--- src/rtl/pkt_rx_pkg.sv ---
package pkt_rx_pkg;
  localparam int DATA_W = 32;

  typedef logic [DATA_W-1:0] word_t;

  // registered bus inputs
  typedef struct packed {
    logic  sop;
    logic  avail;
    logic  inband;
    word_t data;
  } bus_in_t;

  // framing -> storage commands
  typedef struct packed {
    logic abort;
    logic start;
    logic push;
    logic commit;
  } fifo_op_t;
endpackage

--- src/rtl/pkt_rx_frame.sv ---
module pkt_rx_frame
  import pkt_rx_pkg::*;
#(
  parameter int PKT_WORDS = 16,
  parameter int IDLE_BIT  = DATA_W - 1
) (
  input  logic     clk_i,
  input  logic     rst_ni,
  input  bus_in_t  bus_i,
  input  logic     room_i,
  output fifo_op_t op_o,
  output word_t    wdata_o,
  output logic     hold_o,
  output logic     err_o
);
  localparam int CW = $clog2(PKT_WORDS);
  localparam logic [CW-1:0] LAST = CW'(PKT_WORDS - 1);

  logic          busy_q, busy_d;
  logic          keep_q, keep_d;
  logic          err_q, err_d;
  logic [CW-1:0] cnt_q, cnt_d;
  logic          idle_hdr, granted, accept;

  assign idle_hdr = bus_i.inband && bus_i.data[IDLE_BIT];
  assign granted  = bus_i.inband || bus_i.avail;
  assign accept   = granted && !idle_hdr && room_i;

  always_comb begin
    op_o   = '0;
    busy_d = busy_q;
    keep_d = keep_q;
    cnt_d  = cnt_q;
    err_d  = err_q;
    if (bus_i.sop) begin
      // restart framing; an unfinished kept packet is erased
      err_d       = err_q | busy_q;
      op_o.abort  = busy_q && keep_q;
      op_o.start  = accept;
      busy_d      = 1'b1;
      keep_d      = accept;
      cnt_d       = CW'(1);
    end else if (busy_q) begin
      op_o.push = keep_q;
      if (cnt_q == LAST) begin
        op_o.commit = keep_q;
        busy_d      = 1'b0;
        keep_d      = 1'b0;
        cnt_d       = '0;
      end else begin
        cnt_d = cnt_q + 1'b1;
      end
    end
  end

  always_ff @(posedge clk_i or negedge rst_ni) begin
    if (!rst_ni) begin
      busy_q <= 1'b0;
      keep_q <= 1'b0;
      err_q  <= 1'b0;
      cnt_q  <= '0;
    end else begin
      busy_q <= busy_d;
      keep_q <= keep_d;
      err_q  <= err_d;
      cnt_q  <= cnt_d;
    end
  end

  assign wdata_o = bus_i.data;
  assign hold_o  = busy_q && keep_q;
  assign err_o   = err_q;

  a_r9_err_sticky: assert property (@(posedge clk_i) disable iff (!rst_ni)
    err_q |=> err_q);

  a_r9_sop_restarts: assert property (@(posedge clk_i) disable iff (!rst_ni)
    bus_i.sop |=> (busy_q && cnt_q == CW'(1)));

  a_r4_no_stall: assert property (@(posedge clk_i) disable iff (!rst_ni)
    (busy_q && !bus_i.sop && cnt_q != LAST) |=> (busy_q && cnt_q == CW'($past(cnt_q) + 1'b1)));
endmodule

--- src/rtl/pkt_rx_fifo.sv ---
module pkt_rx_fifo
  import pkt_rx_pkg::*;
#(
  parameter int PKT_WORDS = 16,
  parameter int FIFO_PKTS = 2,
  localparam int DEPTH = PKT_WORDS * FIFO_PKTS,
  localparam int AW    = $clog2(DEPTH),
  localparam int PW    = AW + 1
) (
  input  logic          clk_i,
  input  logic          rst_ni,
  input  fifo_op_t      op_i,
  input  word_t         wdata_i,
  input  logic          rd_i,
  output word_t         rd_data_o,
  output logic          empty_o,
  output logic [PW-1:0] free_o
);
  word_t         mem [DEPTH];
  logic [PW-1:0] wr_q, cmt_q, rd_q;
  logic [PW-1:0] wr_d, cmt_d, rd_d;
  logic [AW-1:0] waddr;
  logic          we, pop;

  assign we    = op_i.start || op_i.push;
  assign waddr = op_i.start ? cmt_q[AW-1:0] : wr_q[AW-1:0];
  assign pop   = rd_i && !empty_o;

  always_comb begin
    wr_d  = wr_q;
    cmt_d = cmt_q;
    rd_d  = rd_q;
    // a new or aborted packet rewinds the speculative pointer
    if (op_i.abort || op_i.start) wr_d = cmt_q + PW'(op_i.start);
    else if (op_i.push)           wr_d = wr_q + 1'b1;
    if (op_i.commit)              cmt_d = wr_q + 1'b1;
    if (pop)                      rd_d = rd_q + 1'b1;
  end

  always_ff @(posedge clk_i or negedge rst_ni) begin
    if (!rst_ni) begin
      wr_q  <= '0;
      cmt_q <= '0;
      rd_q  <= '0;
    end else begin
      wr_q  <= wr_d;
      cmt_q <= cmt_d;
      rd_q  <= rd_d;
    end
  end

  always_ff @(posedge clk_i) begin
    if (we) mem[waddr] <= wdata_i;
  end

  assign rd_data_o = mem[rd_q[AW-1:0]];
  assign empty_o   = (rd_q == cmt_q);
  assign free_o    = PW'(DEPTH) - (cmt_q - rd_q);

  a_r7_no_overflow: assert property (@(posedge clk_i) disable iff (!rst_ni)
    (wr_q - rd_q) <= PW'(DEPTH));

  a_r7_start_has_room: assert property (@(posedge clk_i) disable iff (!rst_ni)
    op_i.start |-> (free_o >= PW'(PKT_WORDS)));

  a_r10_no_pop_when_empty: assert property (@(posedge clk_i) disable iff (!rst_ni)
    (rd_i && empty_o) |=> (rd_q == $past(rd_q)));
endmodule

--- src/rtl/pkt_rx_flow.sv ---
module pkt_rx_flow #(
  parameter int PKT_WORDS = 16,
  parameter int PW        = 6
) (
  input  logic          clk_i,
  input  logic          rst_ni,
  input  logic [PW-1:0] free_i,
  input  logic          hold_i,
  output logic          en_o
);
  logic [PW:0] need;
  logic        en_d;

  // a packet in flight already owns PKT_WORDS of the free space
  assign need = hold_i ? (PW+1)'(2 * PKT_WORDS) : (PW+1)'(PKT_WORDS);
  assign en_d = {1'b0, free_i} >= need;

  always_ff @(posedge clk_i or negedge rst_ni) begin
    if (!rst_ni) en_o <= 1'b0;
    else         en_o <= en_d;
  end

  a_r2_en_has_room: assert property (@(posedge clk_i) disable iff (!rst_ni)
    en_o |-> (free_i >= PW'(PKT_WORDS)));
endmodule

--- src/rtl/pkt_ingress_rx.sv ---
module pkt_ingress_rx
  import pkt_rx_pkg::*;
#(
  parameter int PKT_WORDS = 16,
  parameter int FIFO_PKTS = 2,
  parameter int IDLE_BIT  = 31
) (
  input  logic        clk_i,
  input  logic        rst_ni,
  input  logic        inband_i,
  input  logic        pkt_avail_i,
  input  logic        sop_i,
  input  logic [31:0] data_i,
  output logic        rx_en_o,
  output logic        proto_err_o,
  input  logic        rd_i,
  output logic [31:0] rd_data_o,
  output logic        rd_empty_o
);
  localparam int DEPTH = PKT_WORDS * FIFO_PKTS;
  localparam int PW    = $clog2(DEPTH) + 1;

  bus_in_t       bus_q;
  fifo_op_t      op;
  word_t         wdata;
  logic          hold, room;
  logic [PW-1:0] free;

  always_ff @(posedge clk_i or negedge rst_ni) begin
    if (!rst_ni) bus_q <= '0;
    else         bus_q <= '{sop: sop_i, avail: pkt_avail_i, inband: inband_i, data: data_i};
  end

  assign room = free >= PW'(PKT_WORDS);

  pkt_rx_frame #(.PKT_WORDS(PKT_WORDS), .IDLE_BIT(IDLE_BIT)) u_frame (
    .clk_i, .rst_ni,
    .bus_i   (bus_q),
    .room_i  (room),
    .op_o    (op),
    .wdata_o (wdata),
    .hold_o  (hold),
    .err_o   (proto_err_o)
  );

  pkt_rx_fifo #(.PKT_WORDS(PKT_WORDS), .FIFO_PKTS(FIFO_PKTS)) u_fifo (
    .clk_i, .rst_ni,
    .op_i      (op),
    .wdata_i   (wdata),
    .rd_i      (rd_i),
    .rd_data_o (rd_data_o),
    .empty_o   (rd_empty_o),
    .free_o    (free)
  );

  pkt_rx_flow #(.PKT_WORDS(PKT_WORDS), .PW(PW)) u_flow (
    .clk_i, .rst_ni,
    .free_i (free),
    .hold_i (hold),
    .en_o   (rx_en_o)
  );
endmodule

--- config.mk ---
export PLATFORM = sky130hd
export DESIGN_NAME = pkt_ingress_rx
export DESIGN_NICKNAME = d
export VERILOG_FILES = /design/src/rtl/pkt_rx_pkg.sv /design/src/rtl/pkt_rx_frame.sv /design/src/rtl/pkt_rx_fifo.sv /design/src/rtl/pkt_rx_flow.sv /design/src/rtl/pkt_ingress_rx.sv
export SDC_FILE = /design/constraint.sdc
export NUM_CORES = 1
export LEC_CHECK = 0
export BUFFER_PORTS_ARGS = -buffer_cell sky130_fd_sc_hd__buf_2
export CAP_MARGIN = 20
export CORE_MARGIN = 4
export CORE_UTILIZATION = 35
export DETAILED_ROUTE_END_ITERATION = 8
export GPL_TIMING_DRIVEN = 0
export SYNTH_ARGS = -nofsm -noshare
export SYNTH_HDL_FRONTEND = slang
export SYNTH_SLANG_ARGS = --single-unit
--- constraint.sdc ---
create_clock -name clk_i -period 17.55 [get_ports clk_i]
set_clock_uncertainty 0.2 [all_clocks]
set_input_delay 3.51 -clock clk_i [delete_from_list [all_inputs] [get_ports clk_i]]
set_output_delay 3.51 -clock clk_i [all_outputs]
set_load 0.01 [all_outputs]
; ---- Word level (Yosys, flattened, before mapping)
; Memory sizes are Yosys's and may differ from the RTL's.
; Index checks and enable logic that the tools add are counted.
; W data, S select, Z words.
[word_totals]
mem_count = 1
elab_cells = 57
mem_bits_rw = 1024
ff_bits = 61
[op_classes]
n_mux = 19
bitwise_logic = 1
n_addsub = 6
n_lt_le_gt_ge = 2
n_reduce_logical = 14
n_eq_ne = 2
[mem_list]
columns = memory, words, width, read_ports, rd_ports_with_merged_regs, wr, line_no
row1 = u_fifo.mem, 32, 32, 1, 0, 1, pkt_rx_fifo.sv:19  ; word_t mem [DEPTH];
[op_table]
columns = op, count
row1 = $mux W6, 3
row2 = $add A6 B1 Y6 const B, 2
row3 = $mux W4, 3
row4 = $mux W1, 9
row5 = $ge A6 B7 Y1, 1
row6 = $add A6 B1 Y6, 1
row7 = $eq A6 B6 Y1, 1
row8 = $ge A6 B5 Y1 const B, 1
row9 = $mux W2, 3
row10 = $reduce_bool A2 Y1, 3
row11 = $sub A6 B6 Y6, 1
row12 = $sub A6 B6 Y6 const A, 1
row13 = $logic_and A1 B1 Y1, 5
row14 = $mux W5, 1
row15 = $add A4 B1 Y4 const B, 1
row16 = $eq A4 B4 Y1 const B, 1
row17 = $logic_or A1 B1 Y1, 3
row18 = $logic_not A1 Y1, 2
row19 = $reduce_and A2 Y1, 1
row20 = $or A1 B1 Y1, 1

; ---- Depth between registers and ports, before layout
[depth]
word_depth = 8
ltp_mapped = 18
depth_no_buf = 15

; ---- Hierarchy
; From an unflattened synthesis, not the netlist that was laid out.
[hier_totals]
cells_unflattened = 2052
hier_area_um2 = 41833.9
[by_module_without_submodules]
columns = module, instances, seq_area_each_um2, cells_per_inst, area_each_um2
row1 = pkt_rx_fifo, 1, 31199.9, 1934, 40259.9
row2 = pkt_ingress_rx, 1, 875.8, 36, 882.1
row3 = pkt_rx_frame, 1, 175.2, 73, 608.1
row4 = pkt_rx_flow, 1, 25.0, 9, 83.8

; ---- Worst setup path after synthesis
; Ideal clock, no wire load.
[synth_timing]
path_kind = reg2out
from = reg u_fifo.rd_q[0]
to = out rd_data_o[13]
path_slack_ns = 11.449
t_arrival_ns = 2.391
stages_incl_launch_ff = 7
n_path_buf = 3
path_cell_list = dfrtp_1 -> clkbuf_1 -> buf_2 -> buf_2 -> mux4_2 -> mux4_2 -> mux2_2
[synth_between]
elab_chain_cells = 1
[synth_rtl]
columns = element, line_no
row1 = start: declaration, pkt_rx_fifo.sv:20  ; logic [PW-1:0] wr_q, cmt_q, rd_q;
row2 = start signal: assignment, pkt_rx_fifo.sv:48  ; rd_q <= rd_d;
row3 = $mem_v2 Z32 W32, -
row4 = end: declaration, pkt_ingress_rx.sv:17  ; output logic [31:0] rd_data_o,
; Every way passes these cells.

; ---- Final worst setup path
[layout_timing]
from = reg u_fifo.rd_q[1]
to = out rd_data_o[23]
; The elaborated chain is that of the path after synthesis.

==> impl_metrics.tcl <==
set metrics [dict create \
    yosysTopAreaCell "edfxtp_1" \
    hold_class "flip-flop to flip-flop" \
    timing.critical_path.buf_inv 4 \
    ys_types 51 \
    cts_root_buffer "clkbuf_16" \
    maxSlewViolCount 0 \
    crit_family "buffers and inverters" \
    core-area_um2 118000 \
    synthesis.nets 1795 \
    relSlewSlack_pct 25.4 \
    top_layer_used "met4" \
    fmax_mhz 120 \
    rr_endpoint "u_fifo.mem[18][5]$_DFFE_PP_" \
    tightest_slew_ns 1.12 \
    cp.required_ns 13.84 \
    cp.arrival_ns 4.61 \
    wl_met2_mm 49.8 \
    crit_top_cell "clkbuf_1" \
    io_pins 73 \
    syn-instance-count 1740 \
    fin_area_um2 49500 \
    die_w_um 353 \
    ys_async_sr_fraction_pct 5.62 \
    post-cts-setup-buffer-count 0 \
    ys_seq_elements 1085 \
    r2r_start "u_fifo.rd_q[0]$_DFFE_PN0P_" \
    clkTransAtPathRegs_ns 0.06 \
    placed_area_um2 46100 \
    path_class "flip-flop to primary output" \
    grt_max_degree 46 \
    finalWirelength_mm 105 \
    drc 0 \
    synth_area_per_cell_um2 24.0 \
    initial_utilization_pct 35.3 \
    vias_per_cell 5.57 \
    antenna_found_initial 3 \
    status "complete, no violations" \
    cpPeakStageDelay_ns 0.89 \
    hold_violations 0 \
    clk_latency_ns 0.67 \
    crit_path_top_delay_cell "clkbuf_1" \
    grt_pass1_vias 21000 \
    syn_area_um2 41700 \
    die_y_um 353 \
    fin_crit_sh_pct 47.4 \
    num-nets-final 2072 \
    worstSetupEndpoint "rd_data_o[23]" \
    setup_tns_ns 0 \
    maxCapViolCount 0 \
    drt_iter0_drc 2422 \
    leakage_nw 15.5 \
    reg2reg_slack_ns 11.64 \
    portBuffers 72 \
    dpl.hpwl_mm 72.0 \
    synth_top_cell_area_share_pct 73.7 \
    ctsHoldBuffers 0 \
    cts_resized 0 \
    synth_seq_area_share_pct 77.4 \
    drive_gt1_share_pct 34.9 \
    reg2reg_depth 16 \
    peakVddDrop_v 0.000118 \
    area.growth.synth_to_final_pct 18.6 \
    cp-start-kind "flip-flop" \
    clock-sinks 1085 \
    path_cells "clkbuf_1, clkbuf_1, clkbuf_1, mux4_2, mux4_2, mux2_2, buf_2" \
    wire_per_inst_um 28.7 \
    critical_path_depth 7 \
    synth-edff-count 1024 \
    gp_congestion 0.793 \
    setup_viol_count_final 0 \
    finalCriticalPeriod_ns 8.32 \
    synth_flop_cell "edfxtp_1" \
    yosys_warnings 0 \
    grt_usage_pct 16.7 \
    cp_max_fo 10 \
    die_area_um2 125000 \
    numCtsBuffers 101 \
    ctsHtreeMaxLevel 3 \
    vias 20300 \
    clock_path_buffers 3 \
    crit_path_end_kind "primary output" \
    synthTopCellsByArea "edfxtp_1 (74%), mux4_2 (17%), dfrtp_1 (3.7%), mux2_2 (0.92%), a211oi_1 (0.59%)" \
    power_density_nw_per_um2 155 \
    rows 126 \
    drtPass1Iterations 5 \
    route.met3.wl_mm 7.60 \
    wl_met1_mm 45.1 \
    cts_tree "yes" \
    rsz0062_at_grt "false" \
    grt_overflow_total 0 \
    drtAntennaViolNets 0 \
    cp-startpoint "u_fifo.rd_q[1]$_DFFE_PN0P_" \
    grt_pass1_wl_mm 151 \
]
cells in the mapped netlist, drive strengths merged (2+ instances only):
cell and number:
nand3 7, a2bb2oi 3, xnor2 10, mux2 34, and2 3, o211ai 3
mux2i 2, and3 5, nand4 9, a211oi 33, inv 14, buf 37
ha 16, dfrtp 61, o21ai 11, o2bb2a 2, nor2b 2, a21oi 8
a21o 3, o22ai 6, mux4 320, o2111ai 2, o21a 3, or3 3
nand2 20, o32a 2, o32ai 2, edfxtp 1024, nor2 15, or4 2
xor2 7, clkbuf 57
per-stage QoR:
step           setup WS, ns  hold WS, ns  util, %  power, W  std cells
2_1_floorplan         11.45        0.273        -   0.00459       1740
3_3_place_gp           6.90        0.289     37.2   0.00541       3348
3_5_place_dp           9.96        0.285     39.0   0.00557       3445
4_1_cts                9.17        0.301     41.8   0.00773       3633
5_1_grt                9.13        0.301     41.8   0.00797       3638
6_report               9.23        0.287     41.8   0.00768       3641
how the worst min path moves through the flow:
| stage | startpoint | end | cells past startpoint |
|---|---|---|---|
| final | u_frame.err_o$_DFFE_PN0P_ | u_frame.err_o$_DFFE_PN0P_ | 1 |
| after global routing | u_frame.err_o$_DFFE_PN0P_ | u_frame.err_o$_DFFE_PN0P_ | 1 |
| after CTS | u_frame.err_o$_DFFE_PN0P_ | u_frame.err_o$_DFFE_PN0P_ | 1 |
| after detailed placement | u_frame.err_o$_DFFE_PN0P_ | u_frame.err_o$_DFFE_PN0P_ | 1 |
| after global placement | u_frame.err_o$_DFFE_PN0P_ | u_frame.err_o$_DFFE_PN0P_ | 1 |
| after floorplan | u_frame.keep_q$_DFFE_PN0P_ | u_frame.keep_q$_DFFE_PN0P_ | 2 |
routing by layer:
metal | global-route usage (%) | vias to the layer above
li1 | - | 8032
met1 | 24.5 | 11200
met2 | 26.3 | 943
met3 | 3.04 | 161
met4 | 3.44 | 0
met5 | 0 | -
power by group:
| group | internal, W | leakage, nW | switching [W] |
|---|---|---|---|
| Combinational | 0.00113 | 3.98 | 0.00135 |
| Clock | 0.00123 | 1.59 | 0.000944 |
| Sequential | 0.00295 | 9.94 | 0.0000738 |
cells in the final DEF (no fill, tap or decap), drive strengths merged, types with 17 or more instances in the layout:
| cell type | instances |
|---|---|
| a211oi | 33 |
| buf | 211 |
| clkbuf | 195 |
| clkinv | 37 |
| dfrtp | 61 |
| edfxtp | 1024 |
| inv | 17 |
| mux2 | 34 |
| mux4 | 320 |
| nand2 | 20 |
final cells by class:
class,instances,area [um^2]
diodes,3,7.51
plain buffers,94,395
clock buffers,138,2750
clock inverters,50,520
fillers,10000,68800
inverters,14,52.6
multi-input cells,547,9400
flip-flops and latches,1085,32300
well taps,1536,1920
repair buffers,174,2160
flip-flops by register name (all words and copies together) (netlist names):
| name | cells |
|---|---|
| u_fifo.mem | 1024 |
| bus_q | 35 |
| u_fifo.cmt_q | 6 |
| u_fifo.rd_q | 6 |
| u_fifo.wr_q | 6 |
| u_frame.cnt_q | 4 |
| u_flow.en_o | 1 |
| u_frame.busy_q | 1 |
| u_frame.err_o | 1 |
| u_frame.keep_q | 1 |
cells by family after synthesis:
kind of cell               after synthesis  synth area share (%)
DFF                                   1085                  77.4
muxes                                  356                  18.2
buffers and inverters                  108                  1.07
AOI/OAI and AO/OA                       86                  1.54
and+or+nand+nor                         70                 0.858
xor gates and xnor gates                18                 0.411
adders and majority gates               17                 0.528
worst register-to-register path, cell delays in order (launching register included):
cell and delay (ns):
dfrtp_1 0.37, clkbuf_1 0.44, buf_2 0.47, buf_2 0.48, inv_1 0.15, ha_1 0.22, inv_1 0.06, ha_1 0.20
fa_1 0.22, nand3_1 0.12, and3_4 0.19, o22a_4 0.25, o32a_1 0.56, clkbuf_1 0.38, buf_8 0.25, a211oi_4 0.73
buf_8 0.28
Note: power is estimated with default switching activity, not from simulation.
